<file path="src/rtl/acl_cmd_pkg.sv">
package acl_cmd_pkg;

    localparam int FLAG_W = 7;

    typedef enum logic [2:0] {
        HA_S1_TX = 3'd0,
        HA_S2_TX = 3'd1,
        HA_S1_RX = 3'd2,
        HA_S2_RX = 3'd3,
        HA_FLAGS = 3'd4
    } host_addr_e;

    // bit 0 is the last member
    typedef struct packed {
        logic s2_valid;
        logic s1_valid;
        logic s2_busy;
        logic s1_busy;
        logic both_empty;
        logic s2_empty;
        logic s1_empty;
    } slot_flags_t;

endpackage

</file>
<file path="src/rtl/acl_cmd_engine.sv">
module acl_cmd_engine #(
    parameter int SLOT_W = 20,
    parameter int IDX_W  = 7,
    parameter int DATA_W = 16
) (
    input  logic              clk,
    input  logic              rst_n,
    input  logic              launch,
    input  logic [SLOT_W-1:0] cmd_word,
    input  logic [SLOT_W-1:0] data_word,
    input  logic              ack,
    input  logic [DATA_W-1:0] rdata,
    output logic              req,
    output logic [IDX_W-1:0]  idx,
    output logic              we,
    output logic [DATA_W-1:0] wdata,
    output logic              done,
    output logic              done_rd,
    output logic [SLOT_W-1:0] rx1_word,
    output logic [SLOT_W-1:0] rx2_word
);
    localparam int RW_BIT  = SLOT_W - 1;
    localparam int IDX_LSB = RW_BIT - IDX_W;
    localparam int DAT_LSB = SLOT_W - DATA_W;

    typedef struct packed {
        logic              req;
        logic [IDX_W-1:0]  idx;
        logic              we;
        logic [DATA_W-1:0] wdata;
        logic [SLOT_W-1:0] cmd;
    } eng_t;

    eng_t eng_d, eng_q;

    always_comb begin
        eng_d = eng_q;
        if (eng_q.req && ack) begin
            eng_d.req = 1'b0;
        end else if (!eng_q.req && launch) begin
            eng_d.req   = 1'b1;
            eng_d.idx   = cmd_word[RW_BIT-1:IDX_LSB];
            eng_d.we    = ~cmd_word[RW_BIT];
            eng_d.wdata = data_word[SLOT_W-1:DAT_LSB];
            eng_d.cmd   = cmd_word;
        end
    end

    always_ff @(posedge clk) begin
        if (!rst_n) eng_q <= '0;
        else        eng_q <= eng_d;
    end

    always_comb begin
        rx1_word         = eng_q.cmd;
        rx1_word[RW_BIT] = 1'b0;
        rx2_word         = SLOT_W'(rdata) << DAT_LSB;
    end

    assign req     = eng_q.req;
    assign idx     = eng_q.idx;
    assign we      = eng_q.we;
    assign wdata   = eng_q.wdata;
    assign done    = eng_q.req && ack;
    assign done_rd = eng_q.req && ack && !eng_q.we;

    assert_hold_R5: assert property (@(posedge clk) disable iff (!rst_n)
        (req && !ack) |=> (req && $stable(idx) && $stable(we) && $stable(wdata)));

    assert_drop_R5: assert property (@(posedge clk) disable iff (!rst_n)
        (req && ack) |=> !req);

endmodule

</file>
<file path="src/rtl/acl_slot_flags.sv">
module acl_slot_flags
    import acl_cmd_pkg::*;
(
    input  logic        clk,
    input  logic        rst_n,
    input  logic        wr_s1,
    input  logic        wr_s2,
    input  logic        launch,
    input  logic        done,
    input  logic        done_rd,
    input  logic        rd_clr1,
    input  logic        rd_clr2,
    output slot_flags_t flags_o
);
    typedef struct packed {
        logic s1e;
        logic s2e;
        logic s1b;
        logic s2b;
        logic s1v;
        logic s2v;
    } flg_t;

    flg_t flg_d, flg_q;

    always_comb begin
        flg_d = flg_q;
        if (done) begin
            flg_d.s1e = 1'b1;
            flg_d.s2e = 1'b1;
            flg_d.s1b = 1'b0;
            flg_d.s2b = 1'b0;
        end
        if (launch) begin
            flg_d.s1b = 1'b1;
            flg_d.s2b = 1'b1;
        end
        if (wr_s1) flg_d.s1e = 1'b0;
        if (wr_s2) flg_d.s2e = 1'b0;
        if (rd_clr1) flg_d.s1v = 1'b0;
        if (rd_clr2) flg_d.s2v = 1'b0;
        if (done_rd) begin
            flg_d.s1v = 1'b1;
            flg_d.s2v = 1'b1;
        end
    end

    always_ff @(posedge clk) begin
        if (!rst_n) flg_q <= '{s1e: 1'b1, s2e: 1'b1, default: 1'b0};
        else        flg_q <= flg_d;
    end

    always_comb begin
        flags_o.s1_empty   = flg_q.s1e;
        flags_o.s2_empty   = flg_q.s2e;
        flags_o.both_empty = flg_q.s1e & flg_q.s2e;
        flags_o.s1_busy    = flg_q.s1b;
        flags_o.s2_busy    = flg_q.s2b;
        flags_o.s1_valid   = flg_q.s1v;
        flags_o.s2_valid   = flg_q.s2v;
    end

    assert_rdclr_R9: assert property (@(posedge clk) disable iff (!rst_n)
        (rd_clr1 && !done_rd) |=> !flags_o.s1_valid);

endmodule

</file>
<file path="src/rtl/acl_cmd_slot.sv">
module acl_cmd_slot
    import acl_cmd_pkg::*;
#(
    parameter int SLOT_W = 20,
    parameter int IDX_W  = 7,
    parameter int DATA_W = 16
) (
    input  logic              clk,
    input  logic              rst_n,
    input  logic              wr_en,
    input  logic [2:0]        wr_addr,
    input  logic [SLOT_W-1:0] wr_data,
    input  logic              rd_en,
    input  logic [2:0]        rd_addr,
    output logic [SLOT_W-1:0] rd_data,
    output logic              creg_req,
    output logic [IDX_W-1:0]  creg_idx,
    output logic              creg_we,
    output logic [DATA_W-1:0] creg_wdata,
    input  logic              creg_ack,
    input  logic [DATA_W-1:0] creg_rdata
);
    typedef struct packed {
        logic [SLOT_W-1:0] s1tx;
        logic [SLOT_W-1:0] s2tx;
        logic [SLOT_W-1:0] s1rx;
        logic [SLOT_W-1:0] s2rx;
    } slot_regs_t;

    slot_regs_t  reg_d, reg_q;
    slot_flags_t flags;
    logic        accept1, wr2, done, done_rd, clr1, clr2;
    logic [SLOT_W-1:0] rx1_word, rx2_word;

    assign accept1 = wr_en && (wr_addr == HA_S1_TX) && !creg_req;
    assign wr2     = wr_en && (wr_addr == HA_S2_TX);
    assign clr1    = rd_en && (rd_addr == HA_S1_RX);
    assign clr2    = rd_en && (rd_addr == HA_S2_RX);

    acl_cmd_engine #(.SLOT_W(SLOT_W), .IDX_W(IDX_W), .DATA_W(DATA_W)) u_engine (
        .clk       (clk),
        .rst_n     (rst_n),
        .launch    (accept1),
        .cmd_word  (wr_data),
        .data_word (reg_q.s2tx),
        .ack       (creg_ack),
        .rdata     (creg_rdata),
        .req       (creg_req),
        .idx       (creg_idx),
        .we        (creg_we),
        .wdata     (creg_wdata),
        .done      (done),
        .done_rd   (done_rd),
        .rx1_word  (rx1_word),
        .rx2_word  (rx2_word)
    );

    acl_slot_flags u_flags (
        .clk     (clk),
        .rst_n   (rst_n),
        .wr_s1   (accept1),
        .wr_s2   (wr2),
        .launch  (accept1),
        .done    (done),
        .done_rd (done_rd),
        .rd_clr1 (clr1),
        .rd_clr2 (clr2),
        .flags_o (flags)
    );

    always_comb begin
        reg_d = reg_q;
        if (accept1) reg_d.s1tx = wr_data;
        if (wr2)     reg_d.s2tx = wr_data;
        if (done_rd) begin
            reg_d.s1rx = rx1_word;
            reg_d.s2rx = rx2_word;
        end
    end

    always_ff @(posedge clk) begin
        if (!rst_n) reg_q <= '0;
        else        reg_q <= reg_d;
    end

    always_comb begin
        case (rd_addr)
            HA_S1_TX: rd_data = reg_q.s1tx;
            HA_S2_TX: rd_data = reg_q.s2tx;
            HA_S1_RX: rd_data = reg_q.s1rx;
            HA_S2_RX: rd_data = reg_q.s2rx;
            HA_FLAGS: rd_data = SLOT_W'(flags);
            default:  rd_data = '0;
        endcase
    end

    assert_busy_R6: assert property (@(posedge clk) disable iff (!rst_n)
        creg_req |-> (flags.s1_busy && flags.s2_busy));

    assert_ignore_R6: assert property (@(posedge clk) disable iff (!rst_n)
        (wr_en && wr_addr == HA_S1_TX && creg_req) |=> $stable(reg_q.s1tx));

    assert_rdvalid_R7: assert property (@(posedge clk) disable iff (!rst_n)
        (creg_req && creg_ack && !creg_we) |=>
            (flags.s1_valid && flags.s2_valid && !flags.s1_busy && !flags.s2_busy));

    assert_empty_R8: assert property (@(posedge clk) disable iff (!rst_n)
        (creg_req && creg_ack && !wr2) |=> (flags.s1_empty && flags.s2_empty));

    assert_wrkeep_R10: assert property (@(posedge clk) disable iff (!rst_n)
        (creg_req && creg_ack && creg_we) |=> ($stable(reg_q.s1rx) && $stable(reg_q.s2rx)));

endmodule

</file>
<file path="config.mk">
export PLATFORM = sky130hd
export DESIGN_NAME = acl_cmd_slot
export DESIGN_NICKNAME = d
export VERILOG_FILES = /design/src/rtl/acl_cmd_pkg.sv /design/src/rtl/acl_cmd_engine.sv /design/src/rtl/acl_slot_flags.sv /design/src/rtl/acl_cmd_slot.sv
export SDC_FILE = /design/constraint.sdc
export NUM_CORES = 1
export LEC_CHECK = 0
export BUFFER_PORTS_ARGS = -buffer_cell sky130_fd_sc_hd__buf_2
export CORE_UTILIZATION = 40
export CTS_BUF_LIST = sky130_fd_sc_hd__clkbuf_4 sky130_fd_sc_hd__clkbuf_8
export DETAILED_ROUTE_END_ITERATION = 7
export HOLD_SLACK_MARGIN = 0.03
export SKIP_CTS_REPAIR_TIMING = 1
export SYNTH_ARGS = -nofsm -noshare
export SYNTH_HDL_FRONTEND = slang
export SYNTH_SLANG_ARGS = --single-unit
</file>
<file path="constraint.sdc">
create_clock -name clk -period 1.9 [get_ports clk]
set_input_delay 0.38 -clock clk [delete_from_list [all_inputs] [get_ports clk]]
set_output_delay 0.38 -clock clk [all_outputs]
set_load 0.005 [all_outputs]
</file>
==> results of run 1 <==
[power breakdown]
part | internal [mW] | leakage [nW] | switching [mW]
clock | 1.13 | 0.197 | 0.923
sequential | 2.49 | 0.950 | 0.0204
combinational | 0.164 | 1.34 | 0.195
total | 3.79 | 2.49 | 1.14
[layer usage]
metal / global-route usage / routed length, um / up-vias
met2: 0.299 / 5370 / 98
met1: 0.250 / 5740 / 1897
met5: 0 / 0 / -
li1: - / - / 2013
met3: 0.0582 / 604 / 9
met4: 0.0675 / 90 / 0
[critical path, delay by kind of cell, from the launching register on]
kind	cells	cell delay [ps]
muxes	1	440
DFF	1	320
buffers and inverters	1	130
and+or+nand+nor	1	160
[flip-flops by register name (all words and copies together) (netlist names)]
name and count:
reg_q 75, u_engine.req 1, u_engine.rx1_word 19, u_engine.wdata 16
u_engine.we 1, u_flags.flags_o 5
[layout make-up]
cell class | instances | share of cell area
clock inverters | 4 | 0.00328
repair buffers | 111 | 0.121
clock buffers | 27 | 0.0557
multi-input cells | 383 | 0.401
flip-flops and latches | 117 | 0.385
well taps | 168 | 0.0344
[cell usage after synthesis, types with 9 or more instances]
library cell / instances
sky130_fd_sc_hd__nand2_1: 172
sky130_fd_sc_hd__dfxtp_1: 117
sky130_fd_sc_hd__mux2i_1: 65
sky130_fd_sc_hd__a21boi_0: 37
sky130_fd_sc_hd__o21ai_0: 30
sky130_fd_sc_hd__clkbuf_1: 27
sky130_fd_sc_hd__nand3_1: 21
sky130_fd_sc_hd__nor2b_1: 14
sky130_fd_sc_hd__mux4_2: 12
sky130_fd_sc_hd__buf_4: 10
sky130_fd_sc_hd__buf_2: 9
[per-stage QoR]
| step | setup slack (ps) | power [mW] | hold WS (ps) | cell area (um^2) |
|---|---|---|---|---|
| after CTS | 12.9 | 4.98 | 163 | 6060 |
| after floorplan | 178 | 2.77 | 432 | 5040 |
| after global placement | 18.0 | 2.91 | 441 | 5700 |
| after detailed placement | 24.5 | 2.92 | 443 | 5700 |
| final | 40.9 | 4.92 | 188 | 6110 |
| after global routing | -25.2 | 5.13 | 180 | 6110 |
[worst max-delay path by stage]
stage	endpoint	cells past startpoint
floorplan	rd_data[10]	4
finish	rd_data[10]	3
CTS	rd_data[10]	3
detailed placement	rd_data[3]	7
global route	rd_data[9]	3
global placement	rd_data[2]	7
[cells by family after synthesis]
| logic type | synth area share |
|---|---|
| buffers and inverters | 0.0554 |
| flip-flops | 0.465 |
| AO/OA/AOI/OAI | 0.107 |
| AND/OR/NAND/NOR | 0.187 |
| multiplexers | 0.185 |
==> impl_summary.log, run 1 <==
[metrics] Power Dens Cells: 806 nW/um^2
[metrics] Yosys cell types: 34
[metrics] worst hold-check path type: in -> reg
[metrics] setup repair after global routing missed its margin: true
[metrics] total number of vias: 4017
[metrics] DR pass1 iterations: 4
[metrics] floorplan die height: around 110 um
[metrics] element type at the critical path end: primary output
[metrics] total detailed-routing wirelength: 11.8 mm
[metrics] Post-Syn Nets: 599
[metrics] Placed Cells incl. Taps: 778
[metrics] total of fill cells in the finished design: roughly 1200
[metrics] first-pass GRT wire length: 19.2 mm
[metrics] Avg Cell Area, Syn: 9.13 um^2
[metrics] synth-to-layout area growth: 21.2%
[metrics] end-of-flow core utilization: 0.502
[metrics] Critical R2R Capture: reg_q[13]
[metrics] Routed wire per std cell: roughly 15 um
[metrics] Leakage: 2.49 nW
[metrics] number of buffers on the longest clock path: 2
[metrics] area of the core: approximately 12000 um^2
[metrics] setup clock skew after layout: 2.98 ps
[metrics] count of synthesis-stage warnings from yosys: 0
[metrics] total number of H-tree levels: 4
[metrics] CTS Sinks: 117
[metrics] worst-case headroom to the max-slew limit: 0.722
[metrics] critical-path maximum fanout: 2
[metrics] Worst R2R Setup Slack: 550 ps
[metrics] leading cell type in the layout, fill and taps excluded: sky130_fd_sc_hd__nand2_1
[metrics] startpoint-to-endpoint class of the critical path: reg -> out
[metrics] worst vdd rail ir drop: between 0.5 and 0.6 mV
[metrics] placed wire-length estimate after detailed placement: 7.57 mm
[metrics] Period Utilization, post-route: 0.978
[metrics] biggest area contributors in the synthesized netlist: sky130_fd_sc_hd__dfxtp_1 46%, sky130_fd_sc_hd__mux2i_1 13%, sky130_fd_sc_hd__nand2_1 13%
[metrics] die area: 13100 um^2
[metrics] Hold EP: reg_q[48]
[metrics] Seq/Total Area, Yosys: 0.465
[metrics] share of final-layout standard cells stronger than drive strength 1: 0.265
[metrics] number of clock buffers inserted by TritonCTS: 17
[metrics] Tmin final: 1860 ps
[metrics] Post-synth EDFFs: 0
[metrics] cell area after synthesis: 5040 um^2
[metrics] floorplan die width: 114 um
[metrics] setup_tns: 0 ps
[metrics] Skew-Pair Late Insertion Delay: 420 ps
[metrics] largest net degree at the start of global routing: between 40 and 50
[metrics] root buf cell: sky130_fd_sc_hd__clkbuf_8
[metrics] most area-hungry cell type in the Yosys netlist: sky130_fd_sc_hd__dfxtp_1
[metrics] remaining number of nets flagged by the antenna check after routing: 0
[metrics] clock transition at the register clock pins on the worst setup and hold paths after CTS: 60 ps
[metrics] Residual DRC: 0
[metrics] Startpoint Class: flip-flop
[metrics] detailed-route vias per instance: 4.96
[metrics] Final Hold Violating Endpoints: 0
[metrics] TritonCTS clock tree: done
[metrics] async set-reset flop share out of synthesis: 0
[metrics] required time of the critical path: between 1500 and 2000 ps
[metrics] critical path's slowest cell: sky130_fd_sc_hd__mux4_2
[metrics] post-synthesis instance total: ~550
[metrics] residual overflow from global routing: 0
[metrics] most frequent cells in the layout: 172 x sky130_fd_sc_hd__nand2_1, 108 x sky130_fd_sc_hd__dfxtp_1, 90 x sky130_fd_sc_hd__buf_2, 65 x sky130_fd_sc_hd__mux2i_1, 37 x sky130_fd_sc_hd__a21boi_0
[metrics] quantity of I/O buffers inserted on ports: 91
[metrics] highest achievable clock rate: 538 MHz
[metrics] Tightest Pin Transition: 417 ps
[metrics] vias in the first global route: 3935
[metrics] critical path arrival: 1480 ps
[metrics] Storage cell area: between 2000 and 2500 um^2
[metrics] FF+latch count, synth: 117
[metrics] Critical Path, Cell by Cell: mux4_2, nor2b_1, buf_2
[metrics] top-level I/O count: 92
[metrics] area taken by multi-input logic gates: 2450 um^2
[metrics] routability congestion estimate from global placement: 0.783
[metrics] final net count: between 600 and 700
[metrics] initial cell density of the core: 0.414
[metrics] hold path depth: 3
[metrics] GR Util All Layers: 0.191
[metrics] startpoint of the most critical hold path: wr_data[8]
[metrics] launch point of the worst reg-to-reg path: u_engine.req
[metrics] startpoint of the most critical setup path: reg_q[50]
[metrics] Synth Flop Type: sky130_fd_sc_hd__dfxtp_1
[metrics] final count of negative-setup-slack endpoints: 0
[metrics] antenna violations before repair: 0
[metrics] R2R cell count: 4
[metrics] final std cells w/o fill: 810
[metrics] Initial DRC Count: approximately 190
[metrics] max-cap violation count: 0
[metrics] portion of synthesized cell area occupied by the leading cell type: 0.465
[metrics] number of pins with negative max-slew slack in the final report: 0
[metrics] outcome: finished clean
[metrics] peak per-stage delay on the critical path: about 440 ps
[metrics] total number of placement rows: 40
[metrics] ant diodes: 0
Note: power is estimated with default switching activity, not from simulation.
==> run 2, diff against run 1 <==
--- a/config.mk
+++ b/config.mk
@@ -6,10 +6,12 @@
 export NUM_CORES = 1
 export LEC_CHECK = 0
 export BUFFER_PORTS_ARGS = -buffer_cell sky130_fd_sc_hd__buf_2
-export CORE_UTILIZATION = 40
+export CORE_UTILIZATION = 45
 export CTS_BUF_LIST = sky130_fd_sc_hd__clkbuf_4 sky130_fd_sc_hd__clkbuf_8
 export DETAILED_ROUTE_END_ITERATION = 7
 export HOLD_SLACK_MARGIN = 0.03
+export PLACE_DENSITY = 0.67
+export SETUP_SLACK_MARGIN = 0.1
 export SKIP_CTS_REPAIR_TIMING = 1
 export SYNTH_ARGS = -nofsm -noshare
 export SYNTH_HDL_FRONTEND = slang
==> impl_summary.log, run 2 (synthesis gave the netlist of run 1 again) <==
[metrics] highest achievable clock rate: 535 MHz (was 538 MHz)
[metrics] critical path's slowest cell: sky130_fd_sc_hd__mux4_2 (unchanged)
[metrics] share of power burned in combinational logic: 0.068 (was 0.073)
[metrics] design internal power: 4.04 mW (was 3.79 mW)
[metrics] Period Utilization, post-route: 0.985 (was 0.978)
[metrics] WP buf/inv: 1 (unchanged)
[metrics] DR pass1 iterations: 4 (unchanged)
[metrics] top-level I/O count: 92 (unchanged)
[metrics] Storage cell area: 2360 um^2 (was 2350 um^2)
[metrics] switching share of total power: 0.244 (was 0.231)
[metrics] ant diodes: 0 (unchanged)
[metrics] Placed Cells incl. Taps: 748 (was 778)
[metrics] floorplan die height: 108 um (was 114 um)
[metrics] Residual DRC: 0 (unchanged)
[metrics] flip-flop count of the largest register after layout: 75 (unchanged)
[metrics] Power Dens Cells: 865 nW/um^2 (was 806 nW/um^2)
[metrics] Initial DRC Count: 232 (was 189)
[metrics] area taken by multi-input logic gates: 2460 um^2 (was 2450 um^2)
[metrics] synth-to-layout area growth: 22.8% (was 21.2%)
[metrics] Final Hold Violating Endpoints: 0 (unchanged)
[metrics] first-pass GRT wire length: 19.3 mm (was 19.2 mm)
[metrics] setup repair after global routing missed its margin: true (unchanged)
[metrics] outcome: finished clean (unchanged)
[metrics] most frequent cells in the layout: 172 x sky130_fd_sc_hd__nand2_1, 102 x sky130_fd_sc_hd__dfxtp_1, 88 x sky130_fd_sc_hd__buf_2, 65 x sky130_fd_sc_hd__mux2i_1, 37 x sky130_fd_sc_hd__a21boi_0 (was 172 x sky130_fd_sc_hd__nand2_1, 108 x sky130_fd_sc_hd__dfxtp_1, 90 x sky130_fd_sc_hd__buf_2, 65 x sky130_fd_sc_hd__mux2i_1, 37 x sky130_fd_sc_hd__a21boi_0)
[metrics] net switching power: 1.31 mW (was 1.14 mW)
[metrics] total of fill cells in the finished design: 971 (was 1152)
[metrics] routability congestion estimate from global placement: 0.787 (was 0.783)
[metrics] total number of placement rows: 38 (was 40)
[metrics] setup clock skew after layout: 13.1 ps (was 2.98 ps)
[metrics] TritonCTS clock tree: done (unchanged)
[metrics] total number of H-tree levels: 4 (unchanged)
[metrics] worst-case headroom to the max-slew limit: 0.763 (was 0.722)
[metrics] max-cap violation count: 0 (unchanged)
[metrics] element type at the critical path end: primary output (unchanged)
[metrics] Routed wire per std cell: 15.3 um (was 14.6 um)
[metrics] top cell family by delay on the critical path: multiplexers (unchanged)
[metrics] critical-path maximum fanout: 2 (unchanged)
[metrics] placed wire-length estimate after detailed placement: 7.70 mm (was 7.57 mm)
[metrics] Startpoint Class: flip-flop (unchanged)
[metrics] setup_tns: 0 ps (unchanged)
[metrics] number of pins with negative max-slew slack in the final report: 0 (unchanged)
[metrics] final net count: 677 (unchanged)
[metrics] post-route worst hold slack: 177 ps (was 188 ps)
[metrics] root buf cell: sky130_fd_sc_hd__clkbuf_8 (unchanged)
[metrics] final count of negative-setup-slack endpoints: 0 (unchanged)
[metrics] die area: 11600 um^2 (was 13100 um^2)
[metrics] total detailed-routing wirelength: 12.0 mm (was 11.8 mm)
[metrics] Skew-Pair Late Insertion Delay: 430 ps (was 420 ps)
[metrics] detailed-route vias per instance: 5.19 (was 4.96)
[metrics] worst setup slack after layout: 29.1 ps (was 40.9 ps)
[metrics] largest register by flop count: reg_q (unchanged)
[metrics] CTS Sinks: 117 (unchanged)
[metrics] final std cells w/o fill: 783 (was 810)
[metrics] startpoint-to-endpoint class of the critical path: reg -> out (unchanged)
[metrics] initial cell density of the core: 0.463 (was 0.414)
[metrics] Leakage: 2.52 nW (was 2.49 nW)
[metrics] total number of vias: 4064 (was 4017)
[metrics] number of clock buffers inserted by TritonCTS: 17 (unchanged)
[metrics] worst vdd rail ir drop: 0.495 mV (was 0.537 mV)
[metrics] power share of the sequential group: 0.469 (was 0.510)
[metrics] antenna violations before repair: 0 (unchanged)
[metrics] Critical Path, Cell by Cell: mux4_2, nor2b_4, buf_2 (was mux4_2, nor2b_1, buf_2)
[metrics] residual overflow from global routing: 0 (unchanged)
[metrics] worst slack at placement: 31.8 ps (was 24.5 ps)
[metrics] clock transition at the register clock pins on the worst setup and hold paths after CTS: 80 ps (was 60 ps)
[metrics] Clock Power Share: 0.463 (was 0.418)
[metrics] GR Util All Layers: 0.219 (was 0.191)
[metrics] vias in the first global route: 3982 (was 3935)
[metrics] remaining number of nets flagged by the antenna check after routing: 0 (unchanged)
[metrics] critical path arrival: 1490 ps (was 1480 ps)
[metrics] Tmin final: 1870 ps (was 1860 ps)
[metrics] leading cell type in the layout, fill and taps excluded: sky130_fd_sc_hd__nand2_1 (unchanged)
[metrics] share of final-layout standard cells stronger than drive strength 1: 0.277 (was 0.265)
[metrics] worst hold-check path type: in -> reg (unchanged)
[metrics] sum of internal, switching and leakage power: 5.35 mW (was 4.92 mW)
[metrics] number of buffers on the longest clock path: 2 (unchanged)
[metrics] floorplan die width: 108 um (was 114 um)
[metrics] peak per-stage delay on the critical path: 480 ps (was 440 ps)
[metrics] required time of the critical path: 1520 ps (about the same)
[metrics] area of the core: 10900 um^2 (was 12200 um^2)
[metrics] quantity of I/O buffers inserted on ports: 91 (unchanged)
[metrics] largest net degree at the start of global routing: 66 (was 42)
[metrics] Tightest Pin Transition: 355 ps (was 417 ps)
==> run 2: path summary, 6_finish.rpt <==
kind	depth (start not counted)	from	slack, ps	end
max	3	reg_q[11]	30	rd_data[11]
min	3	wr_data[10]	180	reg_q[50]
max reg2reg	3	u_engine.req	570	reg_q[62]
min reg2reg	2	u_engine.wdata[2]	460	u_engine.wdata[2]
==> run 2: per-stage QoR <==
stage | util | instance area [um^2]
after global placement | 0.521 | 5680
after global routing | 0.568 | 6190
after floorplan | - | 5040
after detailed placement | 0.521 | 5680
after CTS | 0.561 | 6110
final | 0.568 | 6190
==> run 2: power groups by stage <==
stage	sequential, mW	clock (mW)	combinational (mW)
2_1_floorplan	2.56	0	0.209
3_3_place_gp	2.56	0	0.350
3_5_place_dp	2.56	0	0.357
4_1_cts	2.51	2.52	0.358
5_1_grt	2.51	2.63	0.399
6_report	2.51	2.48	0.366
==> run 2: worst reg2reg max path: cells and delay by family (launching register included) <==
kind / cells / cell delay [ps]
buffers and inverters: 1 / 190
multiplexers: 1 / 170
flip-flops: 1 / 400
AND/OR/NAND/NOR: 1 / 450
==> run 2: final cells by class <==
class / count / area share
timing repair buffer: 111 / 0.123
multi-input combinational: 383 / 0.397
clock inverter: 13 / 0.0277
clock buffer: 19 / 0.0423
sequential: 117 / 0.382
tap: 140 / 0.0283
==> run 2: routing by layer <==
layer / part of all wire / track usage / wire length (um)
met1: 0.45 / 0.265 / 5350
met3: 0.055 / 0.0617 / 660
met5: 0 / 0 / 0
met4: 0.0077 / 0.0626 / 93
met2: 0.49 / 0.375 / 5910
